[config.mk]
export PLATFORM = sky130hd
export DESIGN_NAME = rx_preamble_grab
export DESIGN_NICKNAME = d
export VERILOG_FILES = /design/src/rtl/rxp_pkg.sv /design/src/rtl/rxp_sfd_match.sv /design/src/rtl/rxp_octet_shifter.sv /design/src/rtl/rxp_fill_counter.sv /design/src/rtl/rxp_record_pack.sv /design/src/rtl/rx_preamble_grab.sv
export SDC_FILE = /design/constraint.sdc
export NUM_CORES = 1
export LEC_CHECK = 0
export BUFFER_PORTS_ARGS = -buffer_cell sky130_fd_sc_hd__buf_2
export CORE_MARGIN = 2
export CORE_UTILIZATION = 40
export DETAILED_ROUTE_END_ITERATION = 7
export PLACE_DENSITY = 0.62
export SLEW_MARGIN = 25
export SYNTH_ARGS = -nofsm -noshare
export SYNTH_HDL_FRONTEND = slang
export SYNTH_HIERARCHICAL = 1
export SYNTH_SLANG_ARGS = --single-unit
[constraint.sdc]
create_clock -name clk -period 9.7 [get_ports clk]
set_clock_uncertainty 0.2 [all_clocks]
set_input_delay 0 -clock clk [delete_from_list [all_inputs] [get_ports clk]]
set_output_delay 0 -clock clk [all_outputs]
set_load 0.01 [all_outputs]
[src/rtl/rxp_pkg.sv]
package rxp_pkg;

   // Per-frame progress of the capture engine
   typedef enum logic [1:0] {
      PH_HUNT    = 2'd0,   // collecting preamble, watching for delimiter
      PH_PAYLOAD = 2'd1,   // delimiter seen, rest of frame ignored
      PH_SKIP    = 2'd2    // frame abandoned (mode change), wait for idle
   } rxp_phase_e;

   // Number of bits for a saturating count up to lim
   function automatic int cnt_bits(input int lim);
      int b;
      b = 1;
      while ((1 << b) <= lim) b++;
      return b;
   endfunction

endpackage

[src/rtl/rxp_sfd_match.sv]
// Delimiter comparator. MATCH_MASK lets a variant ignore some bits.
module rxp_sfd_match #(
   parameter int                 BYTE_W     = 8,
   parameter logic [BYTE_W-1:0]  SFD_VAL    = 8'hD5,
   parameter logic [BYTE_W-1:0]  MATCH_MASK = '1
) (
   input  logic [BYTE_W-1:0] byte_in,
   output logic              is_sfd
);
   generate
      if (MATCH_MASK == {BYTE_W{1'b1}}) begin : g_exact
         assign is_sfd = (byte_in == SFD_VAL);
      end else begin : g_masked
         assign is_sfd = ((byte_in & MATCH_MASK) == (SFD_VAL & MATCH_MASK));
      end
   endgenerate
endmodule

[src/rtl/rxp_octet_shifter.sv]
// Slot SLOTS-1 takes the newest octet; older octets move toward slot 0.
module rxp_octet_shifter #(
   parameter int BYTE_W = 8,
   parameter int SLOTS  = 7
) (
   input  logic                    clk,
   input  logic                    clr,
   input  logic                    shift_en,
   input  logic [BYTE_W-1:0]       din,
   output logic [SLOTS*BYTE_W-1:0] slots_flat
);
   logic [BYTE_W-1:0] slot_q [SLOTS];

   generate
      for (genvar s = 0; s < SLOTS; s++) begin : g_slot
         logic [BYTE_W-1:0] feed;
         if (s == SLOTS - 1) begin : g_top
            assign feed = din;
         end else begin : g_mid
            assign feed = slot_q[s+1];
         end
         always_ff @(posedge clk) begin
            if (clr)           slot_q[s] <= '0;
            else if (shift_en) slot_q[s] <= feed;
         end
         assign slots_flat[s*BYTE_W +: BYTE_W] = slot_q[s];
      end
   endgenerate
endmodule

[src/rtl/rxp_fill_counter.sv]
// Saturating count of preamble octets taken in the current frame.
module rxp_fill_counter #(
   parameter int LIMIT = 7,
   parameter int CW    = rxp_pkg::cnt_bits(LIMIT)
) (
   input  logic          clk,
   input  logic          clr,
   input  logic          inc,
   output logic [CW-1:0] count
);
   localparam logic [CW-1:0] LIM_V = CW'(LIMIT);

   always_ff @(posedge clk) begin
      if (clr)                     count <= '0;
      else if (inc && count != LIM_V) count <= count + 1'b1;
   end
endmodule

[src/rtl/rxp_record_pack.sv]
// Builds the record: slots not yet filled and the reserved tail are zero.
module rxp_record_pack #(
   parameter int BYTE_W    = 8,
   parameter int SLOTS     = 7,
   parameter int REC_BYTES = 8,
   parameter int CW        = rxp_pkg::cnt_bits(SLOTS)
) (
   input  logic [SLOTS*BYTE_W-1:0]     slots_flat,
   input  logic [CW-1:0]               count,
   output logic [REC_BYTES*BYTE_W-1:0] record
);
   generate
      for (genvar k = 0; k < REC_BYTES; k++) begin : g_byte
         if (k < SLOTS) begin : g_pre
            logic filled;
            assign filled = (k + int'(count)) >= SLOTS;
            assign record[k*BYTE_W +: BYTE_W] =
               filled ? slots_flat[k*BYTE_W +: BYTE_W] : '0;
         end else begin : g_rsvd
            assign record[k*BYTE_W +: BYTE_W] = '0;
         end
      end
   endgenerate
endmodule

[src/rtl/rx_preamble_grab.sv]
module rx_preamble_grab #(
   parameter int                BYTE_W    = 8,
   parameter int                SLOTS     = 7,
   parameter int                REC_BYTES = 8,
   parameter logic [BYTE_W-1:0] SFD_VAL   = 8'hD5,
   parameter int                REC_W     = REC_BYTES * BYTE_W
) (
   input  logic              clk,
   input  logic              rst,
   input  logic              rmii_mode,
   input  logic              rx_dv,
   input  logic [BYTE_W-1:0] rx_byte,
   output logic              rec_valid,
   output logic [REC_W-1:0]  rec_data
);
   import rxp_pkg::*;

   localparam int CW = cnt_bits(SLOTS);

   generate
      if (SLOTS < 1) begin : g_chk_slots
         $error("SLOTS must be at least 1");
      end
      if (REC_BYTES <= SLOTS) begin : g_chk_rec
         $error("REC_BYTES must exceed SLOTS");
      end
      if (REC_W != REC_BYTES * BYTE_W) begin : g_chk_w
         $error("REC_W must equal REC_BYTES*BYTE_W");
      end
   endgenerate

   rxp_phase_e        phase_q;
   logic              is_sfd;
   logic              hunting;
   logic              sfd_hit;
   logic              take_octet;
   logic              cap_clr;
   logic [SLOTS*BYTE_W-1:0] slots_flat;
   logic [CW-1:0]     fill_cnt;
   logic [REC_W-1:0]  record_w;

   rxp_sfd_match #(.BYTE_W(BYTE_W), .SFD_VAL(SFD_VAL)) u_match (
      .byte_in (rx_byte),
      .is_sfd  (is_sfd)
   );

   assign hunting    = rx_dv && !rmii_mode && (phase_q == PH_HUNT);
   assign sfd_hit    = hunting && is_sfd;
   assign take_octet = hunting && !is_sfd;
   assign cap_clr    = rst || !rx_dv || rmii_mode;

   always_ff @(posedge clk) begin
      if (rst || !rx_dv)  phase_q <= PH_HUNT;
      else if (rmii_mode) phase_q <= PH_SKIP;
      else if (sfd_hit)   phase_q <= PH_PAYLOAD;
   end

   rxp_octet_shifter #(.BYTE_W(BYTE_W), .SLOTS(SLOTS)) u_shift (
      .clk        (clk),
      .clr        (cap_clr),
      .shift_en   (take_octet),
      .din        (rx_byte),
      .slots_flat (slots_flat)
   );

   rxp_fill_counter #(.LIMIT(SLOTS), .CW(CW)) u_cnt (
      .clk   (clk),
      .clr   (cap_clr),
      .inc   (take_octet),
      .count (fill_cnt)
   );

   rxp_record_pack #(.BYTE_W(BYTE_W), .SLOTS(SLOTS), .REC_BYTES(REC_BYTES), .CW(CW)) u_pack (
      .slots_flat (slots_flat),
      .count      (fill_cnt),
      .record     (record_w)
   );

   always_ff @(posedge clk) begin
      if (rst) begin
         rec_valid <= 1'b0;
         rec_data  <= '0;
      end else begin
         rec_valid <= sfd_hit;
         if (sfd_hit) rec_data <= record_w;
      end
   end
endmodule

## Word level (Yosys, flattened, before mapping)

Memory sizes are Yosys's and may differ from the RTL's.
Index checks and enable logic that the tools add are counted.

| word-level totals | value |
|---|---|
| flip-flop bits (word level) | 62 |
| bits in latches | 0 |
| memory bits (writable) | 56 |
| bits in read-only memories | 0 |
| input port bits | 12 |
| output and inout port bits | 65 |
| memories | 1 |

Memories:

| name | depth | width | read ports | clocked after memory_dff | write ports | RTL line | text |
|---|---|---|---|---|---|---|---|
| u_shift.slot_q | 7 | 8 | 7 | 0 | 7 | rxp_octet_shifter.sv:12 | `logic [BYTE_W-1:0] slot_q [SLOTS];` |

| operators by class | value |
|---|---|
| $add $sub $neg | 7 |
| $mul | 0 |
| divide/modulo/power cells | 0 |
| $lt $le $gt $ge | 7 |
| equal/unequal tests | 2 |
| shifts and indexed selects | 0 |
| multiplexer cells | 21 |
| bitwise gates (word level) | 7 |
| reductions and logical operators | 13 |

Operators by type and width:

| operator | number |
|---|---|
| greater-or-equal comparator 32 x 4 -> 1 bit, second input constant | 6 |
| 2-to-1 mux 8 bit | 14 |
| adder 3 x 3 -> 4 bit, first input constant | 3 |
| adder 2 x 3 -> 4 bit, first input constant | 2 |
| equality test 8 bit, second input constant | 1 |
| OR 1 bit | 7 |
| logical AND 1 bit | 5 |
| 2-to-1 mux 1 bit | 5 |
| adder 1 x 3 -> 4 bit, first input constant | 1 |
| 2-to-1 mux 2 bit | 2 |
| adder 3 x 1 -> 3 bit, second input constant | 1 |
| greater-or-equal comparator 3 bit, second input constant | 1 |
| logical NOT 1 bit | 3 |
| inequality test 3 bit, second input constant | 1 |
| logical NOT 2 bit | 1 |
| logical OR 1 bit | 2 |
| nonzero test 2 bit | 1 |
| OR reduction 2 bit | 1 |

## Depth between registers and ports, before layout

| depth | value |
|---|---|
| word-level depth | 8 |
| depth in mapped cells | 8 |
| mapped depth without buffers | 7 |

## Hierarchy

Netlist, hierarchy kept.

Modules (own cells, without submodules):

| module | instances | cells an instance | area each (µm²) | sequential area each (µm²) |
|---|---|---|---|---|
| rx_preamble_grab | 1 | 303 | 2879.0 | 1341.3 |
| rxp_octet_shifter | 1 | 125 | 2311.0 | 1681.6 |
| rxp_record_pack | 1 | 89 | 666.9 | 0.0 |
| rxp_fill_counter | 1 | 15 | 168.9 | 60.1 |
| rxp_sfd_match | 1 | 3 | 23.8 | 0.0 |

## Worst setup path after synthesis

OpenSTA, ideal clock, no wires.

| timing | value |
|---|---|
| path type | register -> register |
| start | register phase_q[0] |
| end | memory u_shift.slot_q[0][0] (enable) |
| arrival time | 2.743 ns |
| path slack | 6.340 ns |
| stages on the path, launching flop included | 7 |
| clock period less this slack | 3.360 ns |
| path through | dfxtp_1 > nor4b_2 > buf_4 > buf_4 > nor2b_1 > buf_6 > or2_1 |

RTL lines:

| what | RTL line | text |
|---|---|---|
| start, declared | rx_preamble_grab.sv:32 | `rxp_phase_e phase_q;` |
| start signal, assigned | rx_preamble_grab.sv:53 | `if (rst \|\| !rx_dv) phase_q <= PH_HUNT;` |
| start signal, assigned | rx_preamble_grab.sv:54 | `else if (rmii_mode) phase_q <= PH_SKIP;` |
| start signal, assigned | rx_preamble_grab.sv:55 | `else if (sfd_hit) phase_q <= PH_PAYLOAD;` |
| end, declared | rxp_octet_shifter.sv:12 |  |

==> run_summary.xml <==
<?xml version="1.0" encoding="UTF-8"?>
<metrics>
  <group name="cts">
    <metric name="clkLatencyLatePin" unit="ns">0.41</metric>
    <metric name="clock-sinks" unit="">126</metric>
    <metric name="postCtsSetupBuffers" unit="">0</metric>
    <metric name="hold_buffers" unit="">11</metric>
    <metric name="tritoncts" unit="">done</metric>
    <metric name="cts_inserted_buffers" unit="">17</metric>
    <metric name="cts_root_buffer" unit="">clkbuf_16</metric>
    <metric name="post_cts_resized" unit="">0</metric>
    <metric name="cts-htree-levels" unit="">4</metric>
    <metric name="cts.reportedPaths.clkPinSlew" unit="ns">0.05</metric>
    <metric name="max-clock-path-buffers" unit="">2</metric>
  </group>
  <group name="global_routing">
    <metric name="grt_first_pass_wirelength" unit="µm">19950</metric>
    <metric name="largest_net_degree_at_the_start_of_global_routing" unit="">130</metric>
    <metric name="grt_antenna_before_repair" unit="">0</metric>
    <metric name="grt.overflow.total" unit="">0</metric>
    <metric name="grt_usage" unit="">0.1564</metric>
    <metric name="first_global_vias" unit="">3980</metric>
  </group>
  <group name="floorplan">
    <metric name="die_width" unit="µm">127.0</metric>
    <metric name="io-pin-count" unit="">77</metric>
    <metric name="chipHeight" unit="µm">127.0</metric>
    <metric name="core-area" unit="µm²">14640</metric>
    <metric name="initial_core_util" unit="">0.4131</metric>
    <metric name="row_count" unit="">44</metric>
    <metric name="design.die.area" unit="µm²">16120</metric>
  </group>
  <group name="placement">
    <metric name="finalWeightedCongestion" unit="">0.7475</metric>
    <metric name="place.detailed.hpwl" unit="µm">7592</metric>
    <metric name="buffer_ports.inserted" unit="">76</metric>
  </group>
  <group name="run">
    <metric name="timing.max_cap.violations" unit="">0</metric>
  </group>
  <group name="timing">
    <metric name="max_clock_freq" unit="GHz">0.3555</metric>
    <metric name="rsz0062_at_grt" unit="">no</metric>
    <metric name="timing.setup.tns" unit="ns">0</metric>
    <metric name="slew_headroom" unit="">0.3560</metric>
    <metric name="fin_crit_sh" unit="">0.2900</metric>
    <metric name="worst_pin_slew" unit="ns">0.9660</metric>
    <metric name="finalSetupViolations" unit="">0</metric>
    <metric name="period_needed" unit="ns">2.813</metric>
    <metric name="maxSlewViolCount" unit="">0</metric>
    <metric name="final_number_of_hold_violating_endpoints" unit="">0</metric>
  </group>
  <group name="detailed_routing">
    <metric name="firstDrtPassIters" unit="">7</metric>
    <metric name="drt_first_iter_violations" unit="">215</metric>
    <metric name="route.vias.total" unit="">4074</metric>
    <metric name="detail_route.vias_per_cell" unit="">5.137</metric>
    <metric name="routed_wl" unit="µm">12430</metric>
    <metric name="detail_route.drc_violations" unit="">0</metric>
    <metric name="ant_nets" unit="">0</metric>
    <metric name="route.detailed.wl_per_inst" unit="µm">15.68</metric>
  </group>
  <group name="setup_path">
    <metric name="path_delay_family" unit="">buffers and inverters</metric>
    <metric name="endpoint_of_the_worst_slack_reg_to_reg_timing_path" unit="">u_shift/slot_q[0][11]$_SDFFCE_PN0P_</metric>
    <metric name="timing.rr.start" unit="">phase_q[0]$_SDFFE_PP0P_</metric>
    <metric name="cp_cell_sequence" unit="">nor4b_4 &gt; buf_4 &gt; nor2b_2 &gt; or2_2 &gt; buf_4</metric>
    <metric name="timing.critical_path.mode_cell" unit="">buf_4</metric>
    <metric name="setup.reg_to_reg.worst_slack" unit="ns">6.89</metric>
    <metric name="worstSetupEndpointType" unit="">register</metric>
    <metric name="cp.buffers_inverters" unit="">2</metric>
    <metric name="crit_path_max_fanout" unit="">67</metric>
    <metric name="timing.critical_path.arrival" unit="ns">2.66</metric>
    <metric name="timing_worst_setup_path_type" unit="">reg2reg</metric>
    <metric name="slowest_stage" unit="">buf_4</metric>
    <metric name="cp_slowest_stage_delay" unit="ns">0.56</metric>
    <metric name="critPathLaunchType" unit="">register</metric>
    <metric name="reg2regPathDepth" unit="">5</metric>
    <metric name="timing.critical_path.required" unit="ns">9.54</metric>
  </group>
  <group name="logic_synthesis">
    <metric name="asyncSetResetFlopFracSynth" unit="">0</metric>
    <metric name="synth-seq-cells" unit="">126</metric>
    <metric name="synth.cell_area" unit="µm²">6050</metric>
    <metric name="yosysSeqAreaShare" unit="">0.5096</metric>
    <metric name="netlist_instances" unit="">535</metric>
    <metric name="synth-compound-area-share" unit="">0.1082</metric>
    <metric name="ys_warn_count" unit="">6</metric>
    <metric name="synthFlopType" unit="">dfxtp_1</metric>
    <metric name="postSynthAreaPerCell" unit="µm²">11.31</metric>
    <metric name="synth_fa_ha_area_frac" unit="">0.01861</metric>
    <metric name="yosys-mux-area-fraction" unit="">0.002482</metric>
    <metric name="synthSimpleGateAreaFrac" unit="">0.2939</metric>
    <metric name="main_combinational_cell_family_by_area_after_synthesis" unit="">simple AND/OR/NAND/NOR gates</metric>
    <metric name="synthDistinctLibCells" unit="">34</metric>
    <metric name="synth_edf_count" unit="">56</metric>
    <metric name="synthXorXnorAreaFrac" unit="">0</metric>
  </group>
  <group name="cells_and_area">
    <metric name="post-route-util" unit="">0.4798</metric>
    <metric name="insertedDiodeCount" unit="">0</metric>
    <metric name="flow.area_growth_from_synthesis" unit="%">16.15</metric>
    <metric name="nets" unit="">617</metric>
    <metric name="share_of_layout_cells_above_drive_strength_1" unit="">0.2315</metric>
    <metric name="fill_cells" unit="">1334</metric>
  </group>
  <group name="power_and_ir_drop">
    <metric name="vdd_drop_max" unit="µV">128.1</metric>
    <metric name="leakage" unit="nW">2.919</metric>
    <metric name="power_density" unit="nW/µm²">169.9</metric>
  </group>
  <group name="run_status">
    <metric name="outcome" unit="">completed</metric>
  </group>
  <group name="min_path">
    <metric name="min_path_type" unit="">in2reg</metric>
    <metric name="min_delay_path_depth" unit="">5</metric>
    <metric name="hold_path_end" unit="">rec_data[48]$_SDFFE_PP0P_</metric>
    <metric name="hold_path_startpoint" unit="">rmii_mode</metric>
  </group>
</metrics>
==> registers in the layout, summed over array words and instances, names as in the netlist <==
| signal | count |
|---|---|
| u_cnt/count | 3 |
| rec_valid | 1 |
| u_shift/slot_q | 56 |
| rec_data | 64 |
| phase_q | 2 |
==> how the worst max path moves through the flow <==
| stage | slack, ns | from | cells after the start | end |
|---|---|---|---|---|
| 5_1_grt | 6.67 | phase_q[0]$_SDFFE_PP0P_ | 5 | u_shift/slot_q[2][15]$_SDFFCE_PN0P_ |
| 4_1_cts | 6.86 | phase_q[0]$_SDFFE_PP0P_ | 5 | u_shift/slot_q[0][8]$_SDFFCE_PN0P_ |
| 2_1_floorplan | 6.34 | phase_q[0]$_SDFFE_PP0P_ | 6 | u_shift/slot_q[0][0]$_SDFFCE_PN0P_ |
| 3_5_place_dp | 6.87 | phase_q[0]$_SDFFE_PP0P_ | 5 | u_shift/slot_q[0][10]$_SDFFCE_PN0P_ |
| 3_3_place_gp | 6.98 | phase_q[0]$_SDFFE_PP0P_ | 5 | u_shift/slot_q[0][5]$_SDFFCE_PN0P_ |
| 6_report | 6.89 | phase_q[0]$_SDFFE_PP0P_ | 5 | u_shift/slot_q[0][11]$_SDFFCE_PN0P_ |
==> cell type report <==
class | instances | area (µm²) | share of cell area
tap | 184 | 230.2 | 0.03276
inverter | 4 | 15.01 | 0.002137
multi-input combinational | 354 | 2610 | 0.3714
clock buffer | 21 | 440.4 | 0.06268
timing repair buffer | 93 | 548.0 | 0.07799
sequential | 126 | 3083 | 0.4387
clock inverter | 11 | 100.1 | 0.01425
==> kinds of logic after synthesis <==
group | Yosys count
AOI/OAI and AO/OA | 110
adders and majority gates | 9
buffers and inverters | 62
DFF | 126
muxes | 1
other | 1
and+or+nand+nor | 226
==> through the flow <==
stage	worst slack, ns	instances	power [mW]	instance area (µm²)	hold WS [ns]
floorplan	6.340	542	0.6109	6076	-0.03474
global placement	6.980	749	0.6150	6356	0.1026
detailed placement	6.870	750	0.6170	6376	0.1122
CTS	6.855	793	1.207	7027	0.1855
global route	6.668	793	1.235	7027	0.2517
finish	6.887	793	1.194	7027	0.2006
==> cell usage after synthesis (3+ instances only) <==
master     instances  share of area
edfxtp_1          56           0.28
a21boi_1          15          0.019
nand4b_1          65          0.094
nand2b_1          66          0.068
buf_6             14          0.026
clkbuf_1          22          0.014
o21ai_0           14          0.012
buf_4             16          0.020
nand4bb_1          3         0.0056
and3b_2           26          0.043
nor2_1             4         0.0025
dfxtp_1           70           0.23
nand3b_1           3         0.0037
ha_1               9          0.019
a21oi_1            4         0.0033
a21boi_0          24          0.030
buf_2              3         0.0025
o21ai_1           52          0.043
inv_1              4         0.0025
nor2b_1           19          0.020
and3b_1           30          0.043
==> per-layer routing <==
| layer | vias to the layer above | routed length (µm) | global-route usage |
|---|---|---|---|
| met2 | 77 | 5993 | 0.2502 |
| met4 | 0 | 165 | 0.06206 |
| met5 | - | 0 | 0 |
| met3 | 13 | 442 | 0.04188 |
| met1 | 1931 | 5832 | 0.2029 |
| li1 | 2053 | - | - |
==> cells in the final DEF (no fill, tap or decap), drive strengths merged, types with 3 or more instances in the layout <==
cell type    instances
and3b               56
dfxtp               70
inv                  4
nand3b               3
clkinv               9
clkbuf              21
conb                 8
o21ai               66
a21boi              40
buf                 82
nor2b               20
or3b                 3
nor2                 4
nand4b              65
nand4bb              3
nand2b              66
edfxtp              56
dlygate4sd3         11
a21oi                4
ha                   9
==> worst reg2reg max path, delay by kind of cell, from the launching register on <==
family / cells / cell delay [ns]
flip-flops: 1 / 0.33
buffers and inverters: 2 / 1.10
AND/OR/NAND/NOR: 3 / 0.79
==> power breakdown <==
part	internal, mW	switching [mW]	total (mW)
sequential	0.562	0.00462	0.567
combinational	0.0199	0.0226	0.0425
clock	0.371	0.213	0.584
Power figures use the tool's default switching activity.
